## config.mk

```make
export PLATFORM = sky130hd
export DESIGN_NAME = ddr_bank_tracker
export DESIGN_NICKNAME = d
export VERILOG_FILES = /design/src/rtl/ddr_trk_pkg.sv /design/src/rtl/ddr_cmd_decode.sv /design/src/rtl/ddr_bank_fsm.sv /design/src/rtl/ddr_bank_tracker.sv
export SDC_FILE = /design/constraint.sdc
export NUM_CORES = 1
export LEC_CHECK = 0
export ABC_CLOCK_PERIOD_IN_PS = 1100
export BUFFER_PORTS_ARGS = -buffer_cell sky130_fd_sc_hd__buf_2
export CAP_MARGIN = 20
export CORE_ASPECT_RATIO = 1.4
export CORE_MARGIN = 1
export CORE_UTILIZATION = 48
export DETAILED_ROUTE_END_ITERATION = 10
export GPL_ROUTABILITY_DRIVEN = 0
export PLACE_DENSITY = 0.83
export SLEW_MARGIN = 20
export SYNTH_ARGS = -nofsm -noshare
export SYNTH_HDL_FRONTEND = slang
export SYNTH_HIERARCHICAL = 1
export SYNTH_SLANG_ARGS = --single-unit
export TNS_END_PERCENT = 50
```

## constraint.sdc

```tcl
create_clock -name clk -period 1.1 [get_ports clk]
set_input_delay 0.11 -clock clk [delete_from_list [all_inputs] [get_ports clk]]
set_output_delay 0.11 -clock clk [all_outputs]
set_load 0.05 [all_outputs]
```

## src/rtl/ddr_trk_pkg.sv

```systemverilog
package ddr_trk_pkg;
    typedef enum logic [2:0] {
        CMD_NOP = 3'b000,
        CMD_ACT = 3'b001,
        CMD_RD  = 3'b010,
        CMD_WR  = 3'b011,
        CMD_PRE = 3'b100
    } cmd_e;

    typedef enum logic [1:0] {
        BK_IDLE    = 2'b00,
        BK_OPEN    = 2'b01,
        BK_RECOVER = 2'b10
    } bank_state_e;
endpackage

```

## src/rtl/ddr_cmd_decode.sv

```systemverilog
module ddr_cmd_decode #(
    parameter int NUM_BANKS = 4,
    parameter int BA_W      = 2
) (
    input  logic [2:0]           cmd_i,
    input  logic [BA_W-1:0]      ba_i,
    input  logic                 a10_i,
    output logic [NUM_BANKS-1:0] act_sel_o,
    output logic [NUM_BANKS-1:0] rw_sel_o,
    output logic [NUM_BANKS-1:0] pre_sel_o
);
    import ddr_trk_pkg::*;

    logic [NUM_BANKS-1:0] bank_hot;

    always_comb begin
        bank_hot  = NUM_BANKS'(1) << ba_i;
        act_sel_o = '0;
        rw_sel_o  = '0;
        pre_sel_o = '0;
        unique case (cmd_i)
            CMD_ACT: act_sel_o = bank_hot;
            CMD_RD,
            CMD_WR:  rw_sel_o  = bank_hot;
            CMD_PRE: pre_sel_o = a10_i ? {NUM_BANKS{1'b1}} : bank_hot;
            default: ;
        endcase
    end
endmodule

```

## src/rtl/ddr_bank_fsm.sv

```systemverilog
module ddr_bank_fsm #(
    parameter int TRP_CYCLES = 3
) (
    input  logic clk,
    input  logic rst_n,
    input  logic act_i,
    input  logic rw_i,
    input  logic pre_i,
    output logic open_o,
    output logic ready_o,
    output logic viol_o
);
    import ddr_trk_pkg::*;

    localparam int CW = (TRP_CYCLES > 1) ? $clog2(TRP_CYCLES + 1) : 1;
    localparam logic [CW-1:0] RELOAD = CW'(TRP_CYCLES - 1);
    localparam bank_state_e  AFTER_PRE = (TRP_CYCLES > 1) ? BK_RECOVER : BK_IDLE;

    bank_state_e    state_q, state_d;
    logic [CW-1:0]  cnt_q, cnt_d;

    // state register
    always_ff @(posedge clk) begin
        if (!rst_n) begin
            state_q <= BK_IDLE;
            cnt_q   <= '0;
        end else begin
            state_q <= state_d;
            cnt_q   <= cnt_d;
        end
    end

    // next state
    always_comb begin
        state_d = state_q;
        cnt_d   = cnt_q;
        unique case (state_q)
            BK_IDLE: begin
                if (pre_i) begin            // close
                    state_d = AFTER_PRE;
                    cnt_d   = RELOAD;
                end else if (act_i) begin   // activate
                    state_d = BK_OPEN;
                end
            end
            BK_OPEN: begin
                if (pre_i) begin            // close
                    state_d = AFTER_PRE;
                    cnt_d   = RELOAD;
                end
            end
            BK_RECOVER: begin
                if (pre_i) begin            // rearm
                    cnt_d   = RELOAD;
                end else if (cnt_q <= CW'(1)) begin // expire
                    state_d = BK_IDLE;
                    cnt_d   = '0;
                end else begin
                    cnt_d   = cnt_q - CW'(1);
                end
            end
            default: begin
                state_d = BK_IDLE;
                cnt_d   = '0;
            end
        endcase
    end

    // outputs
    always_comb begin
        open_o  = (state_q == BK_OPEN);
        ready_o = (state_q == BK_IDLE);
        viol_o  = (act_i && state_q == BK_RECOVER) ||
                  (rw_i  && state_q != BK_OPEN);
    end
endmodule

```

## src/rtl/ddr_bank_tracker.sv

```systemverilog
module ddr_bank_tracker #(
    parameter  int NUM_BANKS  = 4,
    parameter  int TRP_CYCLES = 3,
    localparam int BA_W       = (NUM_BANKS > 1) ? $clog2(NUM_BANKS) : 1
) (
    input  logic                 clk,
    input  logic                 rst_n,
    input  logic [2:0]           cmd_i,
    input  logic [BA_W-1:0]      ba_i,
    input  logic                 a10_i,
    output logic [NUM_BANKS-1:0] bank_open_o,
    output logic [NUM_BANKS-1:0] bank_ready_o,
    output logic                 violation_o
);
    logic [NUM_BANKS-1:0] act_sel, rw_sel, pre_sel, bank_viol;

    ddr_cmd_decode #(.NUM_BANKS(NUM_BANKS), .BA_W(BA_W)) u_dec (
        .cmd_i     (cmd_i),
        .ba_i      (ba_i),
        .a10_i     (a10_i),
        .act_sel_o (act_sel),
        .rw_sel_o  (rw_sel),
        .pre_sel_o (pre_sel)
    );

    for (genvar g = 0; g < NUM_BANKS; g++) begin : g_bank
        ddr_bank_fsm #(.TRP_CYCLES(TRP_CYCLES)) u_fsm (
            .clk     (clk),
            .rst_n   (rst_n),
            .act_i   (act_sel[g]),
            .rw_i    (rw_sel[g]),
            .pre_i   (pre_sel[g]),
            .open_o  (bank_open_o[g]),
            .ready_o (bank_ready_o[g]),
            .viol_o  (bank_viol[g])
        );
    end

    always_ff @(posedge clk) begin
        if (!rst_n) violation_o <= 1'b0;
        else        violation_o <= |bank_viol;
    end
endmodule

```

; Yosys cells after proc, flatten, opt, wreduce, memory -nomap -nowiden
; Index checks and enable logic that the tools add are counted.
[op_classes]
n_addsub = 4
n_lt_le_gt_ge = 4
eq_ne = 36
shifts = 1
muxes = 40
reduce_logical = 26
[ops]
columns = cell, n
row1 = $mux W2, 28
row2 = $ne A2 B1 Y1 const B, 12
row3 = $pmux W2 S3, 4
row4 = $mux W4, 4
row5 = $ne A2 B2 Y1 const B, 8
row6 = $pmux W2 S2, 4
row7 = $reduce_and A4 Y1, 4
row8 = $ne A3 B3 Y1 const B, 4
row9 = $reduce_or A2 Y1, 5
row10 = $eq A2 B1 Y1 const B, 4
row11 = $eq A2 B2 Y1 const B, 4
row12 = $le A2 B1 Y1 const B, 4
row13 = $logic_and A1 B1 Y1, 8
row14 = $logic_not A2 Y1, 4
row15 = $sub A2 B1 Y2 const B, 4
row16 = $eq A3 B2 Y1 const B, 2
row17 = $logic_or A1 B1 Y1, 4
row18 = $reduce_or A4 Y1, 1
row19 = $shl A1 B2 Y4 const A, 1
row20 = $eq A3 B1 Y1 const B, 1
row21 = $eq A3 B3 Y1 const B, 1
[word_totals]
register_bits = 17
input_bits = 8
output_inout_bits = 9

; Depth between registers and ports, before layout
[logic_depth]
word_depth = 6
mapped_depth = 6
depth_no_buf = 6

; Modules after synthesis
; Netlist, hierarchy kept.
[modules_own_cells]
columns = mod, instances, cells_per_inst, area_per_inst_um2, seq_area_each_um2
row1 = ddr_bank_fsm, 4, 24, 195.2, 80.1
row2 = ddr_cmd_decode, 1, 20, 121.4, 0.0
row3 = ddr_bank_tracker, 1, 2, 31.3, 20.0

; Worst setup path before layout
; No wires, ideal clock.
[synth_timing]
path_type = register -> output
from = reg g_bank[0].u_fsm.state_q[0]
to = out bank_open_o[0]
t_arrival_ns = 1.159
required_ns = 0.990
setup_slack_ns = -0.169
stages_incl_launch_ff = 2
cell_sequence = dfxtp_1 -> nor2b_1
[synth_between]
elab_chain_len = 1
[synth_rtl]
columns = element, line
row1 = from (decl), ddr_bank_fsm.sv:19  ; bank_state_e state_q, state_d;
row2 = from (signal assigned), ddr_bank_fsm.sv:28  ; state_q <= state_d;
row3 = $eq A2 B1 Y1, ddr_bank_fsm.sv:71  ; open_o = (state_q == BK_OPEN);
row4 = to (decl), ddr_bank_tracker.sv:11  ; output logic [NUM_BANKS-1:0] bank_open_o,
; Every way passes these cells.

; Worst setup path in the final report
[layout_timing]
from = reg g_bank[3].u_fsm.state_q[0]
to = reg violation_o
[layout_between]
elab_chain_len = 4
elab_cells_between_ends = 6
classes_between = eq/ne: 2 / reduce/logical: 4
[layout_rtl]
columns = element, line
row1 = from (decl), ddr_bank_fsm.sv:19
row2 = from (signal assigned), ddr_bank_fsm.sv:28
row3 = $eq A2 B2 Y1 / $ne A2 B1 Y1 (equally long branches), "ddr_bank_fsm.sv:73, ddr_bank_fsm.sv:74"
row4 = "$logic_and A1 B1 Y1, on equally long branches", "ddr_bank_fsm.sv:73, ddr_bank_fsm.sv:74"
row5 = $logic_or A1 B1 Y1 *, ddr_bank_fsm.sv:73  ; viol_o = (act_i && state_q == BK_RECOVER) ||
row6 = via bank_viol[3], ddr_bank_tracker.sv:15  ; logic [NUM_BANKS-1:0] act_sel, rw_sel, pre_sel, bank_viol;
row7 = $reduce_or A4 Y1 *, ddr_bank_tracker.sv:41  ; else violation_o <= |bank_viol;
row8 = to (signal assigned), ddr_bank_tracker.sv:41
row9 = to (decl), ddr_bank_tracker.sv:13  ; output logic violation_o
; Mark *: on every way through the listed nets, which the timed path passes. The rest lies on a longest branch.
; A chain may end at the register's enable or synchronous reset.

==> impl_metrics.xml <==
<?xml version="1.0" encoding="UTF-8"?>
<metrics>
  <group name="floorplanning">
    <metric name="std_cell_rows" unit="">18</metric>
    <metric name="dieArea" unit="sq um">2130</metric>
    <metric name="die_w" unit="um">39.3</metric>
    <metric name="ioPinCount" unit="">17</metric>
    <metric name="area_inside_the_core_boundary" unit="sq um">1800</metric>
    <metric name="starting_density_of_the_core" unit="%">51.8</metric>
    <metric name="dieHeight" unit="um">54.2</metric>
  </group>
  <group name="clock_tree">
    <metric name="holdBufCountCts" unit="">0</metric>
    <metric name="insertion_delay" unit="ps">300</metric>
    <metric name="cts_tree" unit="">yes</metric>
    <metric name="root_buf_cell" unit="">sky130_fd_sc_hd__clkbuf_4</metric>
    <metric name="clock_tree.htree_level_count" unit="">1</metric>
    <metric name="clk_pin_slew_worst_paths" unit="ps">100</metric>
    <metric name="ctsLongestPathBuffers" unit="">2</metric>
    <metric name="cts_num_sinks" unit="">17</metric>
    <metric name="number_of_buffers_created_by_cts" unit="">3</metric>
  </group>
  <group name="setup_path">
    <metric name="critical-path-top-delay-family" unit="">compound AO/OA/AOI/OAI gates</metric>
    <metric name="timing.critical_path.mode_cell" unit="">sky130_fd_sc_hd__o21ai_1</metric>
    <metric name="criticalPathCategory" unit="">reg2reg</metric>
    <metric name="timing.reg2reg.worst_path_depth" unit="">5</metric>
    <metric name="setup.worst_path.start_class" unit="">flip-flop</metric>
    <metric name="timing.critical_path.slowest_stage_cell" unit="">sky130_fd_sc_hd__dfxtp_2</metric>
    <metric name="cp_num_buf_inv" unit="">1</metric>
    <metric name="arrival" unit="ps">1360</metric>
    <metric name="critPathRequiredTime" unit="ps">1300</metric>
    <metric name="cp-end-kind" unit="">flip-flop</metric>
    <metric name="critical_path_s_largest_stage_delay" unit="ps">350</metric>
    <metric name="worst-path-stages" unit="">5</metric>
    <metric name="path_max_fanout" unit="">2</metric>
    <metric name="cp_cell_sequence" unit="">buf_4 -&gt; nor2b_1 -&gt; o21ai_1 -&gt; o21ai_1 -&gt; o41a_1</metric>
  </group>
  <group name="sta">
    <metric name="worstMarginPinSlew" unit="ps">340</metric>
    <metric name="post-route-period-util" unit="%">105</metric>
    <metric name="final_critical_path_setup_slack" unit="ps">-59.2</metric>
    <metric name="fin_tns_setup" unit="ps">-363</metric>
    <metric name="finClkSkew" unit="ps">9.43</metric>
    <metric name="finalSetupViolations" unit="">8</metric>
    <metric name="achievable-frequency" unit="GHz">0.863</metric>
    <metric name="rsz0062_at_grt" unit="">true</metric>
    <metric name="timing.final.hold_violations" unit="">0</metric>
    <metric name="final-max-slew-violation-count" unit="">0</metric>
    <metric name="worst_relative_slew_slack" unit="%">77.3</metric>
    <metric name="final.min_clock_period" unit="ps">1160</metric>
  </group>
  <group name="detailed_routing">
    <metric name="vias_per_cell" unit="">5.23</metric>
    <metric name="drc_errors" unit="">0</metric>
    <metric name="route.final.wire_length" unit="mm">2.26</metric>
    <metric name="detail-route-antenna-nets" unit="">0</metric>
    <metric name="routed_wire_length_per_instance" unit="um">12.9</metric>
    <metric name="route.vias.total" unit="">915</metric>
    <metric name="drt_pass1_iterations" unit="">5</metric>
    <metric name="drt_iter0_drc" unit="">11</metric>
  </group>
  <group name="synthesis">
    <metric name="synth_top_cells_by_area" unit="">sky130_fd_sc_hd__dfxtp_1 36%, sky130_fd_sc_hd__nor2_1 9.2%, sky130_fd_sc_hd__nor3b_2 6.7%</metric>
    <metric name="syn_nets" unit="">126</metric>
    <metric name="area_of_the_mapped_netlist" unit="sq um">933</metric>
    <metric name="synthMostInstantiatedCell" unit="">sky130_fd_sc_hd__nor2_1</metric>
    <metric name="postSynth.asyncResetShare" unit="%">0</metric>
    <metric name="ys_warn_count" unit="">6</metric>
    <metric name="synth-edff-count" unit="">0</metric>
    <metric name="ys_top_cells_by_count" unit="">23 x sky130_fd_sc_hd__nor2_1, 17 x sky130_fd_sc_hd__dfxtp_1, 9 x sky130_fd_sc_hd__nand2_1</metric>
    <metric name="yosysSeqAreaShare" unit="%">36.5</metric>
    <metric name="netlist-cell-type-count" unit="">19</metric>
    <metric name="share_of_the_synthesized_area_in_the_top_cell_type" unit="%">36.5</metric>
    <metric name="post_synth.cell_area_avg" unit="sq um">7.91</metric>
    <metric name="syn-instance-count" unit="">118</metric>
    <metric name="synth_top_area_cell" unit="">sky130_fd_sc_hd__dfxtp_1</metric>
    <metric name="dominant_synthesized_flop_cell" unit="">sky130_fd_sc_hd__dfxtp_1</metric>
    <metric name="total_of_flip_flops_plus_latches_after_synthesis" unit="">17</metric>
  </group>
  <group name="min_path">
    <metric name="hold_class" unit="">in2reg</metric>
    <metric name="cells_on_worst_hold_path" unit="">3</metric>
  </group>
  <group name="layout">
    <metric name="final_cell_area" unit="sq um">1360</metric>
    <metric name="final_cell_count_no_fill" unit="">175</metric>
    <metric name="final_nets" unit="">164</metric>
    <metric name="post_route_cells_drive_above_1_share" unit="%">43.2</metric>
    <metric name="n_antenna_cell" unit="">0</metric>
    <metric name="syn_to_final_growth" unit="%">45.6</metric>
  </group>
  <group name="power_and_ir_drop">
    <metric name="max-vdd-ir-drop" unit="mV">0.771</metric>
    <metric name="power.total" unit="W">0.00122</metric>
    <metric name="p_leak" unit="nW">0.572</metric>
    <metric name="power_per_cell_area" unit="nW/um^2">899</metric>
  </group>
  <group name="placed_design">
    <metric name="numPlacedInstances" unit="">165</metric>
    <metric name="buffer_ports.inserted" unit="">16</metric>
    <metric name="hpwlAfterDp" unit="mm">1.42</metric>
    <metric name="post_dp_cell_area" unit="sq um">1140</metric>
    <metric name="place_ws" unit="ps">-265</metric>
  </group>
  <group name="global_route">
    <metric name="grt_start_max_net_pins" unit="">14</metric>
    <metric name="track_usage" unit="%">23.1</metric>
    <metric name="grt_pass1_wl" unit="mm">3.39</metric>
    <metric name="remaining_global_route_overflow" unit="">0</metric>
    <metric name="antenna_found_initial" unit="">0</metric>
    <metric name="first_global_vias" unit="">811</metric>
  </group>
  <group name="outcome">
    <metric name="run_status" unit="">finished with violations</metric>
    <metric name="failed_checks" unit="">negative setup slack</metric>
  </group>
  <group name="flow_run">
    <metric name="number_of_maximum_capacitance_violations" unit="">0</metric>
  </group>
</metrics>
[flip-flops by register name (all words and copies together) (netlist names)]
register / flops
violation_o: 1
g_bank.u_fsm/cnt_q: 8
g_bank.u_fsm/state_q: 8
[placed cells by master (no fill, tap or decap), drive strengths merged]
cell    instances
a21oi           8
nand2           9
or3b            1
inv             5
a21boi          3
o21bai          4
nor2           23
nor3            6
clkbuf          4
mux2i           4
buf            37
nor3b           5
nand2b          7
dfxtp          17
o21a            1
o41a            1
nor2b           8
o21ai          12
[metrics by stage]
step           utilization, %  hold WS [ps]
5_1_grt                  75.4           155
4_1_cts                  73.9           127
6_report                 75.4           139
2_1_floorplan               -           229
3_5_place_dp             63.3           461
3_3_place_gp             63.3           462
[kinds of logic after synthesis]
group / count (synthesis) / synth area share (%)
DFF: 17 / 36.5
and+or+nand+nor: 59 / 36.7
muxes: 4 / 4.29
buffers and inverters: 9 / 4.16
AOI/OAI and AO/OA: 29 / 18.4
[layout make-up]
cell class              count  area (sq um)
flip-flops and latches     17           350
clock buffers               4          26.3
multi-input cells          92           609
fillers                   131           443
well taps                  20          25.0
repair buffers             37           329
inverters                   5          18.8
[worst reg2reg max path: cells and delay by family (launching register included)]
family / cells / cell delay, ps
buf+inv: 1 / 110
flops: 1 / 350
compound gates: 3 / 550
simple gates: 1 / 50
[final timing paths]
check | end | startpoint | slack, ps
max | violation_o$_SDFF_PN0_ | g_bank[3].u_fsm/state_q[0]$_SDFFE_PN0P_ | -60
min | g_bank[2].u_fsm/state_q[1]$_SDFFE_PN0P_ | rst_n | 140
min reg2reg | g_bank[0].u_fsm/state_q[1]$_SDFFE_PN0P_ | g_bank[0].u_fsm/cnt_q[1]$_SDFFE_PN0P_ | 520
max reg2reg | violation_o$_SDFF_PN0_ | g_bank[3].u_fsm/state_q[0]$_SDFFE_PN0P_ | -60
[where the power goes]
group	total (W)	switching (W)	internal, W
registers	0.000643	0.0000115	0.000631
clock network	0.000351	0.000209	0.000142
logic	0.000228	0.000128	0.0000999
[routing by layer]
layer  up-vias  global-route usage, %  routed length (um)
li1        468                      -                   -
met1       420                   27.5                 955
met2        21                   39.7                1190
met3         6                   3.72                  65
met4         0                   10.3                  45
met5         -                      0                   0
[repair_timing]
item / in CTS / in global routing
pin swaps: 2 / 3
setup buffers: 5 / 1
gates resized for setup: 41 / 5
setup endpoints to repair: 9 / 9
Power figures use the tool's default switching activity.
